==> src/rtl/sup_pkg.sv <==
package sup_pkg;
    typedef enum logic [1:0] {
        ST_LOW  = 2'd0,
        ST_HOLD = 2'd1,
        ST_RUN  = 2'd2
    } sup_state_e;

    typedef enum logic [1:0] {
        CAUSE_NONE = 2'b00,
        CAUSE_POR  = 2'b01,
        CAUSE_LOW  = 2'b10,
        CAUSE_WDOG = 2'b11
    } sup_cause_e;

    localparam logic [1:0] SEL_OFF = 2'b11;
endpackage

==> src/rtl/sup_sync.sv <==
module sup_sync #(
    parameter int WIDTH  = 2,
    parameter int STAGES = 2,
    parameter logic RST_VAL = 1'b1
) (
    input  logic             clk,
    input  logic             por_n,
    input  logic [WIDTH-1:0] din,
    output logic [WIDTH-1:0] dout
);
    genvar b;
    generate
        for (b = 0; b < WIDTH; b++) begin : g_bit
            logic [STAGES-1:0] chain;
            always_ff @(posedge clk or negedge por_n) begin
                if (!por_n) chain <= {STAGES{RST_VAL}};
                else        chain <= {chain[STAGES-2:0], din[b]};
            end
            assign dout[b] = chain[STAGES-1];
        end
    endgenerate
endmodule

==> src/rtl/sup_start_det.sv <==
module sup_start_det (
    input  logic clk,
    input  logic por_n,
    input  logic sda_s,
    input  logic scl_s,
    output logic start
);
    logic sda_q, scl_q;

    always_ff @(posedge clk or negedge por_n) begin
        if (!por_n) begin
            sda_q <= 1'b1;
            scl_q <= 1'b1;
        end else begin
            sda_q <= sda_s;
            scl_q <= scl_s;
        end
    end

    assign start = sda_q & ~sda_s & scl_q & scl_s;

    assert_start_needs_scl_R4: assert property (@(posedge clk) disable iff (!por_n)
        start |-> (scl_s && $past(scl_s)));
endmodule

==> src/rtl/sup_wdog.sv <==
module sup_wdog #(
    parameter int WD_T0 = 3,
    parameter int WD_T1 = 6,
    parameter int WD_T2 = 9
) (
    input  logic       clk,
    input  logic       por_n,
    input  logic       tick,
    input  logic       run,
    input  logic       wd_en,
    input  logic [1:0] wd_sel,
    input  logic       wd_sel_ld,
    input  logic       start,
    output logic       expire
);
    import sup_pkg::*;

    localparam int TMAX = (WD_T2 > WD_T1) ? ((WD_T2 > WD_T0) ? WD_T2 : WD_T0)
                                          : ((WD_T1 > WD_T0) ? WD_T1 : WD_T0);
    localparam int CW = $clog2(TMAX + 1);

    logic [1:0]    sel_q;
    logic [CW-1:0] cnt;
    logic [CW-1:0] lim;
    logic          active;

    // Retained across power-up reset: no reset branch.
    always_ff @(posedge clk) begin
        if (wd_sel_ld) sel_q <= wd_sel;
    end

    always_comb begin
        unique case (sel_q)
            2'b00:   lim = CW'(WD_T0);
            2'b01:   lim = CW'(WD_T1);
            2'b10:   lim = CW'(WD_T2);
            default: lim = CW'(TMAX);
        endcase
    end

    assign active = wd_en && (sel_q != SEL_OFF);
    assign expire = active && run && tick && (cnt == lim - CW'(1));

    always_ff @(posedge clk or negedge por_n) begin
        if (!por_n)                                 cnt <= '0;
        else if (!run || !active || start || wd_sel_ld) cnt <= '0;
        else if (expire)                            cnt <= '0;
        else if (tick)                              cnt <= cnt + CW'(1);
    end

    assert_kick_clears_R4: assert property (@(posedge clk) disable iff (!por_n)
        start |=> (cnt == '0));
    assert_cnt_in_window_R5: assert property (@(posedge clk) disable iff (!por_n)
        active |-> (cnt < lim));
    assert_off_never_fires_R6: assert property (@(posedge clk) disable iff (!por_n)
        !active |-> !expire);
    assert_idle_in_reset_R10: assert property (@(posedge clk) disable iff (!por_n)
        !run |=> (cnt == '0));
endmodule

==> src/rtl/sup_reset_ctrl.sv <==
module sup_reset_ctrl #(
    parameter int HOLD_TICKS = 200,
    parameter int WD_T0      = 150,
    parameter int WD_T1      = 600,
    parameter int WD_T2      = 1200
) (
    input  logic       clk,
    input  logic       por_n,
    input  logic       tick,
    input  logic       vcc_ok,
    input  logic       sda,
    input  logic       scl,
    input  logic       wd_en,
    input  logic [1:0] wd_sel,
    input  logic       wd_sel_ld,
    input  logic       stat_rd,
    output logic       rst_n,
    output logic [1:0] cause
);
    import sup_pkg::*;

    localparam int HW = $clog2(HOLD_TICKS + 1);

    sup_state_e    state, state_nx;
    sup_cause_e    cause_q;
    logic [HW-1:0] hold_cnt;
    logic [1:0]    bus_s;
    logic          start, wd_expire, hold_done;

    sup_sync #(.WIDTH(2), .STAGES(2), .RST_VAL(1'b1)) u_sync (
        .clk(clk), .por_n(por_n), .din({scl, sda}), .dout(bus_s)
    );

    sup_start_det u_start (
        .clk(clk), .por_n(por_n), .sda_s(bus_s[0]), .scl_s(bus_s[1]), .start(start)
    );

    sup_wdog #(.WD_T0(WD_T0), .WD_T1(WD_T1), .WD_T2(WD_T2)) u_wdog (
        .clk(clk), .por_n(por_n), .tick(tick), .run(state == ST_RUN),
        .wd_en(wd_en), .wd_sel(wd_sel), .wd_sel_ld(wd_sel_ld),
        .start(start), .expire(wd_expire)
    );

    assign hold_done = tick && (hold_cnt == HW'(HOLD_TICKS - 1));

    always_comb begin
        state_nx = state;
        unique case (state)
            ST_LOW:  if (vcc_ok) state_nx = ST_HOLD;
            ST_HOLD: if (!vcc_ok) state_nx = ST_LOW;
                     else if (hold_done) state_nx = ST_RUN;
            ST_RUN:  if (!vcc_ok) state_nx = ST_LOW;
                     else if (wd_expire) state_nx = ST_HOLD;
            default: state_nx = ST_LOW;
        endcase
    end

    always_ff @(posedge clk or negedge por_n) begin
        if (!por_n) state <= ST_LOW;
        else        state <= state_nx;
    end

    always_ff @(posedge clk or negedge por_n) begin
        if (!por_n)                  hold_cnt <= '0;
        else if (state != ST_HOLD)   hold_cnt <= '0;
        else if (tick)               hold_cnt <= hold_cnt + HW'(1);
    end

    always_ff @(posedge clk or negedge por_n) begin
        if (!por_n) begin
            cause_q <= CAUSE_POR;
        end else if (state != ST_LOW && !vcc_ok) begin
            cause_q <= CAUSE_LOW;
        end else if (state == ST_RUN && wd_expire) begin
            cause_q <= CAUSE_WDOG;
        end else if (stat_rd) begin
            cause_q <= CAUSE_NONE;
        end
    end

    assign rst_n = (state == ST_RUN);
    assign cause = cause_q;

    assert_low_supply_resets_R2: assert property (@(posedge clk) disable iff (!por_n)
        !vcc_ok |=> !rst_n);
    assert_release_after_hold_R3: assert property (@(posedge clk) disable iff (!por_n)
        $rose(rst_n) |-> ($past(tick) && $past(vcc_ok) && $past(hold_cnt) == HW'(HOLD_TICKS - 1)));
    assert_wdog_reset_cause_R5: assert property (@(posedge clk) disable iff (!por_n)
        (rst_n && vcc_ok && wd_expire) |=> (!rst_n && cause == CAUSE_WDOG));
    assert_read_clears_R9: assert property (@(posedge clk) disable iff (!por_n)
        (stat_rd && rst_n && vcc_ok && !wd_expire) |=> (cause == CAUSE_NONE));
endmodule

==> config.mk <==
export PLATFORM = sky130hd
export DESIGN_NAME = sup_reset_ctrl
export DESIGN_NICKNAME = d
export VERILOG_FILES = /design/src/rtl/sup_pkg.sv /design/src/rtl/sup_sync.sv /design/src/rtl/sup_start_det.sv /design/src/rtl/sup_wdog.sv /design/src/rtl/sup_reset_ctrl.sv
export SDC_FILE = /design/constraint.sdc
export NUM_CORES = 1
export LEC_CHECK = 0
export ABC_CLOCK_PERIOD_IN_PS = 2260
export BUFFER_PORTS_ARGS = -buffer_cell sky130_fd_sc_hd__buf_4
export CORE_MARGIN = 8
export CORE_UTILIZATION = 25
export CTS_CLUSTER_SIZE = 25
export DETAILED_ROUTE_END_ITERATION = 6
export GPL_ROUTABILITY_DRIVEN = 0
export PLACE_DENSITY = 0.38
export SYNTH_ARGS = -nofsm -noshare
export SYNTH_HDL_FRONTEND = slang
export SYNTH_HIERARCHICAL = 1
export SYNTH_SLANG_ARGS = --single-unit
==> constraint.sdc <==
create_clock -name clk -period 2.26 [get_ports clk]
set_input_delay 0.452 -clock clk [delete_from_list [all_inputs] [get_ports clk]]
set_output_delay 0.452 -clock clk [all_outputs]
set_load 0.02 [all_outputs]
-- After elaboration in Yosys (flattened, before gate mapping)
Cells that the tools add are included.
- bitwise gates (word level): 4
- add/subtract/negate cells: 3
- eq/ne operators: 10
- reduce and logical (&&, ||, !) cells: 20
- multiplexer cells: 15
- operators with widths (operator ; count):
    $mux W11 ; 3
    $pmux W11 S2 ; 1
    $mux W2 ; 8
    $mux W8 ; 2
    $add A11 B1 Y11 const B ; 1
    $eq A11 B11 Y1 ; 1
    $sub A11 B1 Y11 const B ; 1
    $add A8 B1 Y8 const B ; 1
    $eq A8 B8 Y1 const B ; 1
    $logic_and A1 B1 Y1 ; 7
    $ne A3 B3 Y1 const B ; 2
    $pmux W2 S3 ; 1
    $reduce_bool A3 Y1 ; 2
    $eq A2 B1 Y1 const B ; 2
    $logic_not A2 Y1 ; 2
    $ne A2 B2 Y1 const B ; 2
    $reduce_bool A2 Y1 ; 2
    $and A1 B1 Y1 ; 3
    $logic_not A1 Y1 ; 3
    $logic_or A1 B1 Y1 ; 3
    $reduce_and A3 Y1 ; 1
    $eq A2 B2 Y1 const B ; 1
    $ne A2 B1 Y1 const B ; 1
    $not A1 Y1 ; 1
- word-level logic and storage cells: 61
- register bits after elaboration: 31
- output and inout bits: 3

-- Depth between registers and ports, before layout
Gate-level depths: netlist of the first run.
- depth after elaboration: 8
- depth in mapped cells: 8

-- By module
Netlist of the first run, hierarchy kept.
- by module, submodules not included (module ; sequential area each (sq um) ; cells an instance ; times used ; area each (sq um)):
    sup_wdog ; 335.3 ; 92 ; 1 ; 877.1
    sup_reset_ctrl ; 301.5 ; 62 ; 1 ; 611.8
    sup_sync ; 105.1 ; 6 ; 1 ; 120.1
    sup_start_det ; 52.6 ; 3 ; 1 ; 62.6

-- Worst setup path before layout of the first run
No wires, ideal clock.
- path kind: register to register
- start: register u_wdog.sel_q[0]
- end: register state[1]
- required time: 2.138 ns
- path buffers: 0
- setup slack: -0.027 ns
- stages on the path, launching flop included: 8
- setup time: 0.122 ns
- arrival time: 2.165 ns
- path through: edfxtp_1 -> or2_2 -> ha_1 -> xor2_1 -> nand4_1 -> a2111oi_4 -> nor2b_1 -> a32o_1
- word-level cells in the longest chain between the ends: 7
- elaborated cells on any way between the ends: 12
- those cells by class: add/sub (1); eq/ne (4); mux (1); reduce/logical (6)
- RTL lines (item ; RTL line ; source):
    start, declared ; sup_wdog.sv:22 ; logic [1:0] sel_q;
    start signal, assigned ; sup_wdog.sv:29 ; if (wd_sel_ld) sel_q <= wd_sel;
    $eq A2 B1 Y1, or another cell as far along ; sup_wdog.sv:33 ; unique case (sel_q)
    $pmux W11 S2 or $logic_and A1 B1 Y1 (tied branches) ; sup_wdog.sv:33, sup_wdog.sv:41 ;
    $sub A11 B1 Y11 or $logic_and A1 B1 Y1 (tied branches) ; sup_wdog.sv:42 ; assign expire = active && run && tick && (cnt == lim - CW'(1));
    $eq A11 B11 Y1 or $logic_and A1 B1 Y1 (tied branches) ; sup_wdog.sv:42 ;
    $logic_and A1 B1 Y1 * ; sup_wdog.sv:42 ;
    named net wd_expire ; sup_reset_ctrl.sv:28 ; logic start, wd_expire, hold_done;
    $ne A3 B3 Y1 (no line) * ; n/a ;
    $reduce_and A3 Y1 (no line) * ; n/a ;
    end signal, assigned ; sup_reset_ctrl.sv:60 ; else state <= state_nx;
    end, declared ; sup_reset_ctrl.sv:24 ; sup_state_e state, state_nx;
The timed path passes the listed nets; every way through them passes the cells marked *.
A chain may end at the register's enable or synchronous reset.

-- Worst setup path after layout of the first run
- start: register u_wdog.sel_q[1]
- end: register state[1]
Same word-level chain as after synthesis.

==> results.yml, run 1 <==
outcome:
  status: "complete, no violations"
synthesis:
  yosys_warnings: 6
  synth.avg_cell_area_sq_um: 10.26
  yosys-top-cells-area: "dfrtp_1 (33%), dfstp_2 (11%), xor2_1 (4.2%), edfxtp_1 (3.6%), nor2_1 (3.4%)"
  synth_top_area_share: 0.3293
  seq_area_frac_synth: 0.4753
  synth_ff_type: "dfrtp_1"
  synth-seq-cells: 31
  synth_top_cells_by_count: "dfrtp_1 (22), nor2_1 (15), nand2_1 (11)"
  synth_most_common_cell: "dfrtp_1"
  ys_types: 43
  syn-num-nets: 178
  syn_area_sq_um: 1672
  netlist_instances: 163
  async_flop_share: 0.9355
  synth_top_area_cell: "dfrtp_1"
  synth-edff-count: 2
drt:
  first_pass_iters: 4
  dr_total_vias: 1310
  avgRoutedWirePerCell_microns: 14.36
  vias_per_cell: 4.925
  wl_microns: 3821
  drtIter0Drc: 23
  drc_errors: 0
  antenna_left: 0
timing:
  clock.fmax_ghz: 0.4648
  fin_crit_ns: 2.152
  fin_crit_sh: 0.9520
  hold_viol: 0
  worst_slew_pin_slew_ns: 0.5712
  finClkSkew_ns: 0.008296
  fin_setup_tns_ns: 0
  setup_violations: 0
  holdWs_ns: 0.09175
  slew_headroom: 0.6181
  drv_slew: 0
  rsz0062_at_grt: "true"
  fin_ws_ns: 0.1084
floorplan:
  row_count: 30
  coreArea_sq_um: 6644
  pin_count: 14
  initial_utilization: 0.2516
  die_h_microns: 97.77
  die_w_microns: 97.77
  dieArea_sq_um: 9559
job:
  maxCapViolCount: 0
final_layout:
  multi_input_area_sq_um: 852.1
  layout-drive-gt1-share: 0.2581
  nets: 200
  post-route-cell-area_sq_um: 2026
  seq_area_sq_um: 794.5
  diodes: 0
  area_growth_pct: 21.18
  fill_cells: 681
hold_path:
  min_path_type: "input pin to async pin"
power_and_ir_drop:
  ir_drop_mv: 0.1764
  power.leakage_nw: 0.8067
  finalPower_mw: 1.129
  power_density_nw_per_um2: 557.4
setup_path:
  worstPathArrival_ns: 2.32
  crit_required_ns: 2.43
  r2r_slack_ns: 0.11
  start_kind: "register"
  worstSetupPathType: "register to register"
  path_max_fanout: 4
  end_kind: "register"
clocking:
  hold_buffers: 0
  cts_tree: "built"
  cts_buffer_depth: 2
  numCtsBuffers: 5
  clkTransAtPathRegs_ns: 0.07
  cts-root-buf: "clkbuf_8"
  htreeDepth: 2
  clock-sinks: 31
  worstSkewPairLatency_ns: 0.28
placement:
  port_buffers: 13
  dp_hpwl_microns: 2875
  dp_slack_ns: 0.05549
  placed_area_sq_um: 1853
global_route:
  first_global_vias: 1370
  grt_pass1_wl_microns: 6341
  antenna_found_initial: 0
  grt_use_total: 0.08275
  grt_max_degree: 30
  globalRouteOverflowTotal: 0
through the flow:
| step | cells | utilization |
|---|---|---|
| 2_1_floorplan | 163 | - |
| 3_5_place_dp | 253 | 0.2789 |
| 3_3_place_gp | 253 | 0.2789 |
| 6_report | 266 | 0.3049 |
| 5_1_grt | 266 | 0.3049 |
| 4_1_cts | 261 | 0.2910 |
placed cells by master (no fill, tap or decap), drive strengths merged, types with 2 or more instances in the layout:
| master | n |
|---|---|
| dfrtp | 22 |
| buf | 22 |
| nor2 | 15 |
| nand2 | 11 |
| nand4 | 9 |
| nand3 | 8 |
| xor2 | 8 |
| clkbuf | 8 |
| nor3 | 8 |
| inv | 7 |
| dfstp | 7 |
| o21ai | 6 |
| a21oi | 5 |
| xnor2 | 5 |
| and3 | 5 |
| ha | 4 |
| nor2b | 3 |
| o22ai | 3 |
| nand2b | 3 |
| nor4 | 2 |
| o32ai | 2 |
| or3 | 2 |
| and4b | 2 |
| or2 | 2 |
| and2 | 2 |
| a2111oi | 2 |
| edfxtp | 2 |
power breakdown:
part	total, mW	switching [mW]	internal, mW	leakage (nW)
logic	0.121	0.0639	0.0568	0.374
clock network	0.407	0.189	0.218	0.0395
registers	0.601	0.0172	0.584	0.393
total	1.13	0.270	0.859	0.807
logic make-up after synthesis:
family / after synthesis / share of synthesized area
flip-flops: 31 / 0.4753
AO/OA/AOI/OAI: 24 / 0.1183
adder cells (fa/ha/maj): 4 / 0.02994
AND/OR/NAND/NOR: 76 / 0.2590
buffers and inverters: 14 / 0.04341
multiplexers: 1 / 0.005988
XOR/XNOR: 13 / 0.06811
layout make-up:
type                            count  share of cell area
Clock buffer                        8             0.03953
Inverter                            7             0.01297
Multi-Input combinational cell    118              0.4206
Sequential cell                    31              0.3922
Tap cell                           80             0.04941
Timing Repair Buffer               22             0.08524
worst paths after layout:
kind,startpoint,end,cells past startpoint
max,u_wdog/sel_q[1],state[1],10
min,por_n,cause[1],1
max reg2reg,u_wdog/sel_q[1],state[1],10
min reg2reg,u_sync/g_bit[1].chain[0],u_sync/g_bit[1].chain[1],0
max in group asynchronous,por_n,u_sync/g_bit[0].chain[0],1
min in group clk,scl,u_sync/g_bit[1].chain[0],1
flip-flops by register name (all words and copies together), names as in the netlist:
| name | cells |
|---|---|
| cause | 2 |
| hold_cnt | 8 |
| state | 2 |
| u_start/scl_q | 1 |
| u_start/sda_q | 1 |
| u_sync/g_bit.chain | 4 |
| u_wdog/cnt | 11 |
| u_wdog/sel_q | 2 |
what timing repair did:
| item | CTS | global route |
|---|---|---|
| gates resized for setup | 0 | 11 |
| buffers inserted | 0 | 5 |
| endpoints found under the setup margin | 0 | 10 |
worst max-delay path, cell delays in order (launching register included):
cell       delay, ns
edfxtp_1        0.41
buf_6           0.14
nand2b_4        0.14
buf_4           0.14
ha_1            0.18
nor3_1          0.21
o21ai_0         0.17
a2111oi_4       0.20
buf_4           0.19
nor2b_1         0.06
a32o_1          0.21
layer usage:
| layer | part of all wire | vias up | global-route usage |
|---|---|---|---|
| li1 | - | 626 | - |
| met1 | 0.43 | 655 | 0.08932 |
| met2 | 0.52 | 18 | 0.1423 |
| met3 | 0.030 | 11 | 0.02632 |
| met4 | 0.022 | 0 | 0.04197 |
| met5 | 0 | - | 0 |
Note: power is estimated with default switching activity, not from simulation.
==> run 2, diff against run 1 <==
--- a/config.mk
+++ b/config.mk
@@ -12,7 +12,6 @@
 export CTS_CLUSTER_SIZE = 25
 export DETAILED_ROUTE_END_ITERATION = 6
 export GPL_ROUTABILITY_DRIVEN = 0
-export PLACE_DENSITY = 0.38
 export SYNTH_ARGS = -nofsm -noshare
 export SYNTH_HDL_FRONTEND = slang
 export SYNTH_HIERARCHICAL = 1
==> results.yml, run 2 (synthesis results as in run 1) <==
outcome:
  status: "complete, but fails checks"
  violations: "setup timing"
drt:
  antenna_left: 0
  drc_errors: 0
  avgRoutedWirePerCell_microns: 13.78
  vias_per_cell: 4.891
  dr_total_vias: 1296
  drtIter0Drc: 74
  wl_microns: 3651
  first_pass_iters: 4
timing:
  setup_violations: 6
  fin_crit_ns: 2.267
  clock.fmax_ghz: 0.4411
  drv_slew: 0
  holdWs_ns: 0.09122
  fin_crit_sh: 1.003
  rsz0062_at_grt: "true"
  hold_viol: 0
  finClkSkew_ns: 0.004276
  worst_slew_pin_slew_ns: 0.4538
  slew_headroom: 0.6962
  fin_ws_ns: -0.006940
setup_path:
  path_max_fanout: 6
  worstSetupPathType: "register to register"
  crit_required_ns: 2.43
  start_kind: "register"
  worstPathArrival_ns: 2.44
  crit_path_max_incr_delay_ns: 0.49
  crit_top_cell: "buf_6"
  crit_chain: "buf_6 -> nand2b_4 -> ha_4 -> xor2_2 -> nand4_1 -> a2111oi_4 -> buf_4 -> buf_6 -> nor3_2"
  crit_buf_inv: 3
  critical_path.top_delay_family: "compound AO/OA/AOI/OAI gates"
  end_kind: "register"
  crit_slowest_cell: "a2111oi_4"
placement:
  dp_slack_ns: 0.07322
  dp_hpwl_microns: 2561
  port_buffers: 13
clocking:
  cts-root-buf: "clkbuf_8"
  numCtsBuffers: 5
  clock-sinks: 31
  hold_buffers: 0
  cts_tree: "built"
  cts_buffer_depth: 2
  htreeDepth: 2
  clkTransAtPathRegs_ns: 0.07
  worstSkewPairLatency_ns: 0.28
floorplan:
  dieArea_sq_um: 9559
  coreArea_sq_um: 6644
  die_w_microns: 97.77
  row_count: 30
  pin_count: 14
  initial_utilization: 0.2516
  die_h_microns: 97.77
power_and_ir_drop:
  ir_drop_mv: 0.2558
  power_density_nw_per_um2: 562.5
  power.leakage_nw: 0.8028
final_layout:
  largest_reg_flops: 11
  area_growth_pct: 21.71
  layout-drive-gt1-share: 0.2811
  layout_common_cells: "dfrtp_1 (22), buf_4 (19), nor2_1 (15)"
  layout_commonest_cell: "dfrtp_1"
  reg_top3: "u_wdog/cnt x11, hold_cnt x8, u_sync/g_bit.chain x4"
  diodes: 0
  regMostFlops: "u_wdog/cnt"
  utilization: 0.3062
  fill_cells: 667
  nets: 199
global_route:
  globalRouteOverflowTotal: 0
  grt_max_degree: 30
  antenna_found_initial: 0
  grt_use_total: 0.08087
  grt_pass1_wl_microns: 6417
  first_global_vias: 1360
job:
  maxCapViolCount: 0
hold_path:
  min_path_type: "input pin to async pin"
run 2: changes by cell type in the layout (fill, tap and decap cells not counted), sizes merged:
cell | previous run | this run
clkbuf | 8 | 5
clkinvlp | 0 | 2
buf | 22 | 21
clkinv | 0 | 1
run 2: per-stage QoR:
stage,setup TNS [ns],instances,total power [mW],area (sq um)
2_1_floorplan,0,163,0.6720,1672
3_3_place_gp,0,253,0.7105,1853
3_5_place_dp,0,253,0.7136,1853
4_1_cts,0,261,1.153,1942
5_1_grt,-0.8483,265,1.213,2034
6_report,-0.02695,265,1.144,2034
run 2: final timing paths:
| check | from | to | slack (ns) | depth (start not counted) |
|---|---|---|---|---|
| setup / recovery | u_wdog/sel_q[1] | u_wdog/cnt[6] | -0.007 | 9 |
| hold / removal | por_n | state[0] | 0.09 | 1 |
| setup reg to reg | u_wdog/sel_q[1] | u_wdog/cnt[6] | -0.007 | 9 |
| hold reg to reg | u_sync/g_bit[0].chain[0] | u_sync/g_bit[0].chain[1] | 0.36 | 0 |
| max in group asynchronous | por_n | u_start/sda_q | 1.85 | 1 |
| min in group clk | scl | u_sync/g_bit[1].chain[0] | 0.27 | 1 |
run 2: per-layer routing:
| layer | global-route usage | vias to the layer above | wire (microns) |
|---|---|---|---|
| li1 | - | 626 | - |
| met1 | 0.09843 | 644 | 1664 |
| met2 | 0.1281 | 21 | 1820 |
| met3 | 0.02489 | 5 | 106 |
| met4 | 0.03597 | 0 | 59 |
| met5 | 0 | - | 0 |
run 2: worst reg2reg max path, delay by kind of cell, from the launching register on:
kind / cells / cell delay [ns]
xor gates and xnor gates: 1 / 0.18
and+or+nand+nor: 3 / 0.37
adders and majority gates: 1 / 0.25
DFF: 1 / 0.41
buffers and inverters: 3 / 0.45
AOI/OAI and AO/OA: 1 / 0.49
run 2: area by class of cell:
cell class,count,area [sq um],area share
multi-input combinational,118,859.6,0.4225
sequential,31,794.5,0.3905
timing repair buffer,21,165.2,0.08118
tap,80,100.1,0.04920
clock buffer,5,68.82,0.03383
inverter,7,26.28,0.01292
clock inverter,3,20.02,0.009840
run 2: what timing repair did:
action | CTS | global route
resized for setup | 0 | 13
buffers inserted | 0 | 4
hold endpoints to repair | 0 | 0
setup endpoints to repair | 0 | 10
run 2: power breakdown:
part,total [mW],internal [mW],switching (mW)
combinational,0.119,0.0559,0.0629
clock,0.425,0.214,0.211
sequential,0.601,0.584,0.0168
==> run 3, diff against run 2 <==
--- a/config.mk
+++ b/config.mk
@@ -12,7 +12,9 @@
 export CTS_CLUSTER_SIZE = 25
 export DETAILED_ROUTE_END_ITERATION = 6
 export GPL_ROUTABILITY_DRIVEN = 0
+export MAX_ROUTING_LAYER = met4
 export SYNTH_ARGS = -nofsm -noshare
 export SYNTH_HDL_FRONTEND = slang
 export SYNTH_HIERARCHICAL = 1
 export SYNTH_SLANG_ARGS = --single-unit
+export TNS_END_PERCENT = 100
==> constraint.sdc (replaced) <==
create_clock -name clk -period 2.26 [get_ports clk]
set_input_delay 0.339 -clock clk [delete_from_list [all_inputs] [get_ports clk]]
set_output_delay 0.339 -clock clk [all_outputs]
set_load 0.02 [all_outputs]
==> results.yml, run 3 (synthesis results as in run 1) <==
setup_path:
  crit_path_max_incr_delay_ns: 0.50
  critical_path.top_delay_family: "compound AO/OA/AOI/OAI gates"
  crit_required_ns: 2.43
  path_max_fanout: 6
  crit_slowest_cell: "a2111oi_4"
  crit_chain: "buf_6 -> nand2b_4 -> ha_4 -> xor2_2 -> nand4_1 -> a2111oi_4 -> buf_4 -> buf_6 -> nor3_2"
  start_kind: "register"
  crit_top_cell: "buf_6"
  worstSetupPathType: "register to register"
  worstPathArrival_ns: 2.44
  crit_buf_inv: 3
  end_kind: "register"
floorplan:
  dieArea_sq_um: 9559
  pin_count: 14
  initial_utilization: 0.2516
  die_h_microns: 97.77
  die_w_microns: 97.77
  coreArea_sq_um: 6644
  row_count: 30
timing:
  setup_violations: 6
  fin_ws_ns: -0.006189
  fin_crit_sh: 1.003
  rsz0062_at_grt: "true"
  hold_viol: 0
  fin_crit_ns: 2.266
  worst_slew_pin_slew_ns: 0.4528
  fin_setup_tns_ns: -0.02300
  slew_headroom: 0.6968
  finClkSkew_ns: 0.004348
  clock.fmax_ghz: 0.4413
  drv_slew: 0
global_route:
  first_global_vias: 1360
  grt_pass1_wl_microns: 6417
  grt_use_total: 0.08315
  antenna_found_initial: 0
  globalRouteOverflowTotal: 0
  grt_max_degree: 30
drt:
  vias_per_cell: 4.868
  antenna_left: 0
  wl_microns: 3640
  drc_errors: 0
  dr_total_vias: 1295
  first_pass_iters: 4
  drtIter0Drc: 82
  avgRoutedWirePerCell_microns: 13.68
placement:
  port_buffers: 13
  dp_hpwl_microns: 2561
  dp_slack_ns: 0.07322
final_layout:
  layout_common_cells: "dfrtp_1 (22), buf_4 (19), nor2_1 (15)"
  reg_top3: "u_wdog/cnt x11, hold_cnt x8, u_sync/g_bit.chain x4"
  area_growth_pct: 22.31
  fill_cells: 666
  layout_commonest_cell: "dfrtp_1"
  layout-drive-gt1-share: 0.2796
  nets: 200
  multi_input_area_sq_um: 859.6
  largest_reg_flops: 11
  regMostFlops: "u_wdog/cnt"
  seq_area_sq_um: 794.5
  diodes: 0
clocking:
  clkTransAtPathRegs_ns: 0.07
  worstSkewPairLatency_ns: 0.28
  clock-sinks: 31
  htreeDepth: 2
  cts_buffer_depth: 2
  numCtsBuffers: 5
  cts_tree: "built"
  cts-root-buf: "clkbuf_8"
outcome:
  status: "complete, but fails checks"
  violations: "setup timing"
power_and_ir_drop:
  power.leakage_nw: 0.8070
  power_density_nw_per_um2: 560.8
  ir_drop_mv: 0.2545
job:
  maxCapViolCount: 0
hold_path:
  min_path_type: "input pin to register"
run 3: changes by cell type in the layout (fill, tap and decap cells not counted), sizes merged:
| cell | previous run | this run |
|---|---|---|
| dlygate4sd3 | 0 | 1 |
run 3: cell type report:
type	instances	area share
Clock inverter	3	0.009792
Clock buffer	5	0.03366
Timing Repair Buffer	22	0.08568
Multi-Input combinational cell	118	0.4204
Tap cell	80	0.04896
Sequential cell	31	0.3886
Inverter	7	0.01285
run 3: report_power, final:
part / total (mW) / leakage (nW) / internal, mW / switching (mW)
clock network: 0.426 / 0.0402 / 0.214 / 0.212
logic: 0.120 / 0.373 / 0.0571 / 0.0630
registers: 0.601 / 0.393 / 0.584 / 0.0168
run 3: metrics by stage:
stage	hold slack (ns)	instance area, sq um	cells	utilization	power [mW]
after floorplan	0.04341	1672	163	-	0.6720
after global placement	0.2871	1853	253	0.2789	0.7105
after detailed placement	0.2927	1853	253	0.2789	0.7136
after CTS	0.1430	1952	262	0.2938	1.154
after global routing	0.1385	2044	266	0.3077	1.214
final	0.1567	2044	266	0.3077	1.146
run 3: final timing paths:
path                                     startpoint                       end  slack (ns)  cells after the start
setup / recovery                    u_wdog/sel_q[1]             u_wdog/cnt[5]      -0.006                      9
hold / removal                                  scl  u_sync/g_bit[1].chain[0]        0.16                      1
setup reg to reg                    u_wdog/sel_q[1]             u_wdog/cnt[5]      -0.006                      9
hold reg to reg            u_sync/g_bit[0].chain[0]  u_sync/g_bit[0].chain[1]        0.36                      0
max in group asynchronous                     por_n             u_start/sda_q        1.43                      2
min in group asynchronous                     por_n             u_wdog/cnt[7]        0.52                      2
run 3: metal layers:
metal	share of wire	global-route usage
met2	0.50	0.1281
met5	0	-
met3	0.026	0.02489
met4	0.016	0.03597
met1	0.45	0.09843
run 3: repair_timing:
item | 4_1_cts | 5_1_grt
endpoints found under the setup margin | 0 | 10
resized for setup | 0 | 13
buffers inserted | 0 | 4
hold endpoints to repair | 22 | 0
hold buffers | 1 | 0
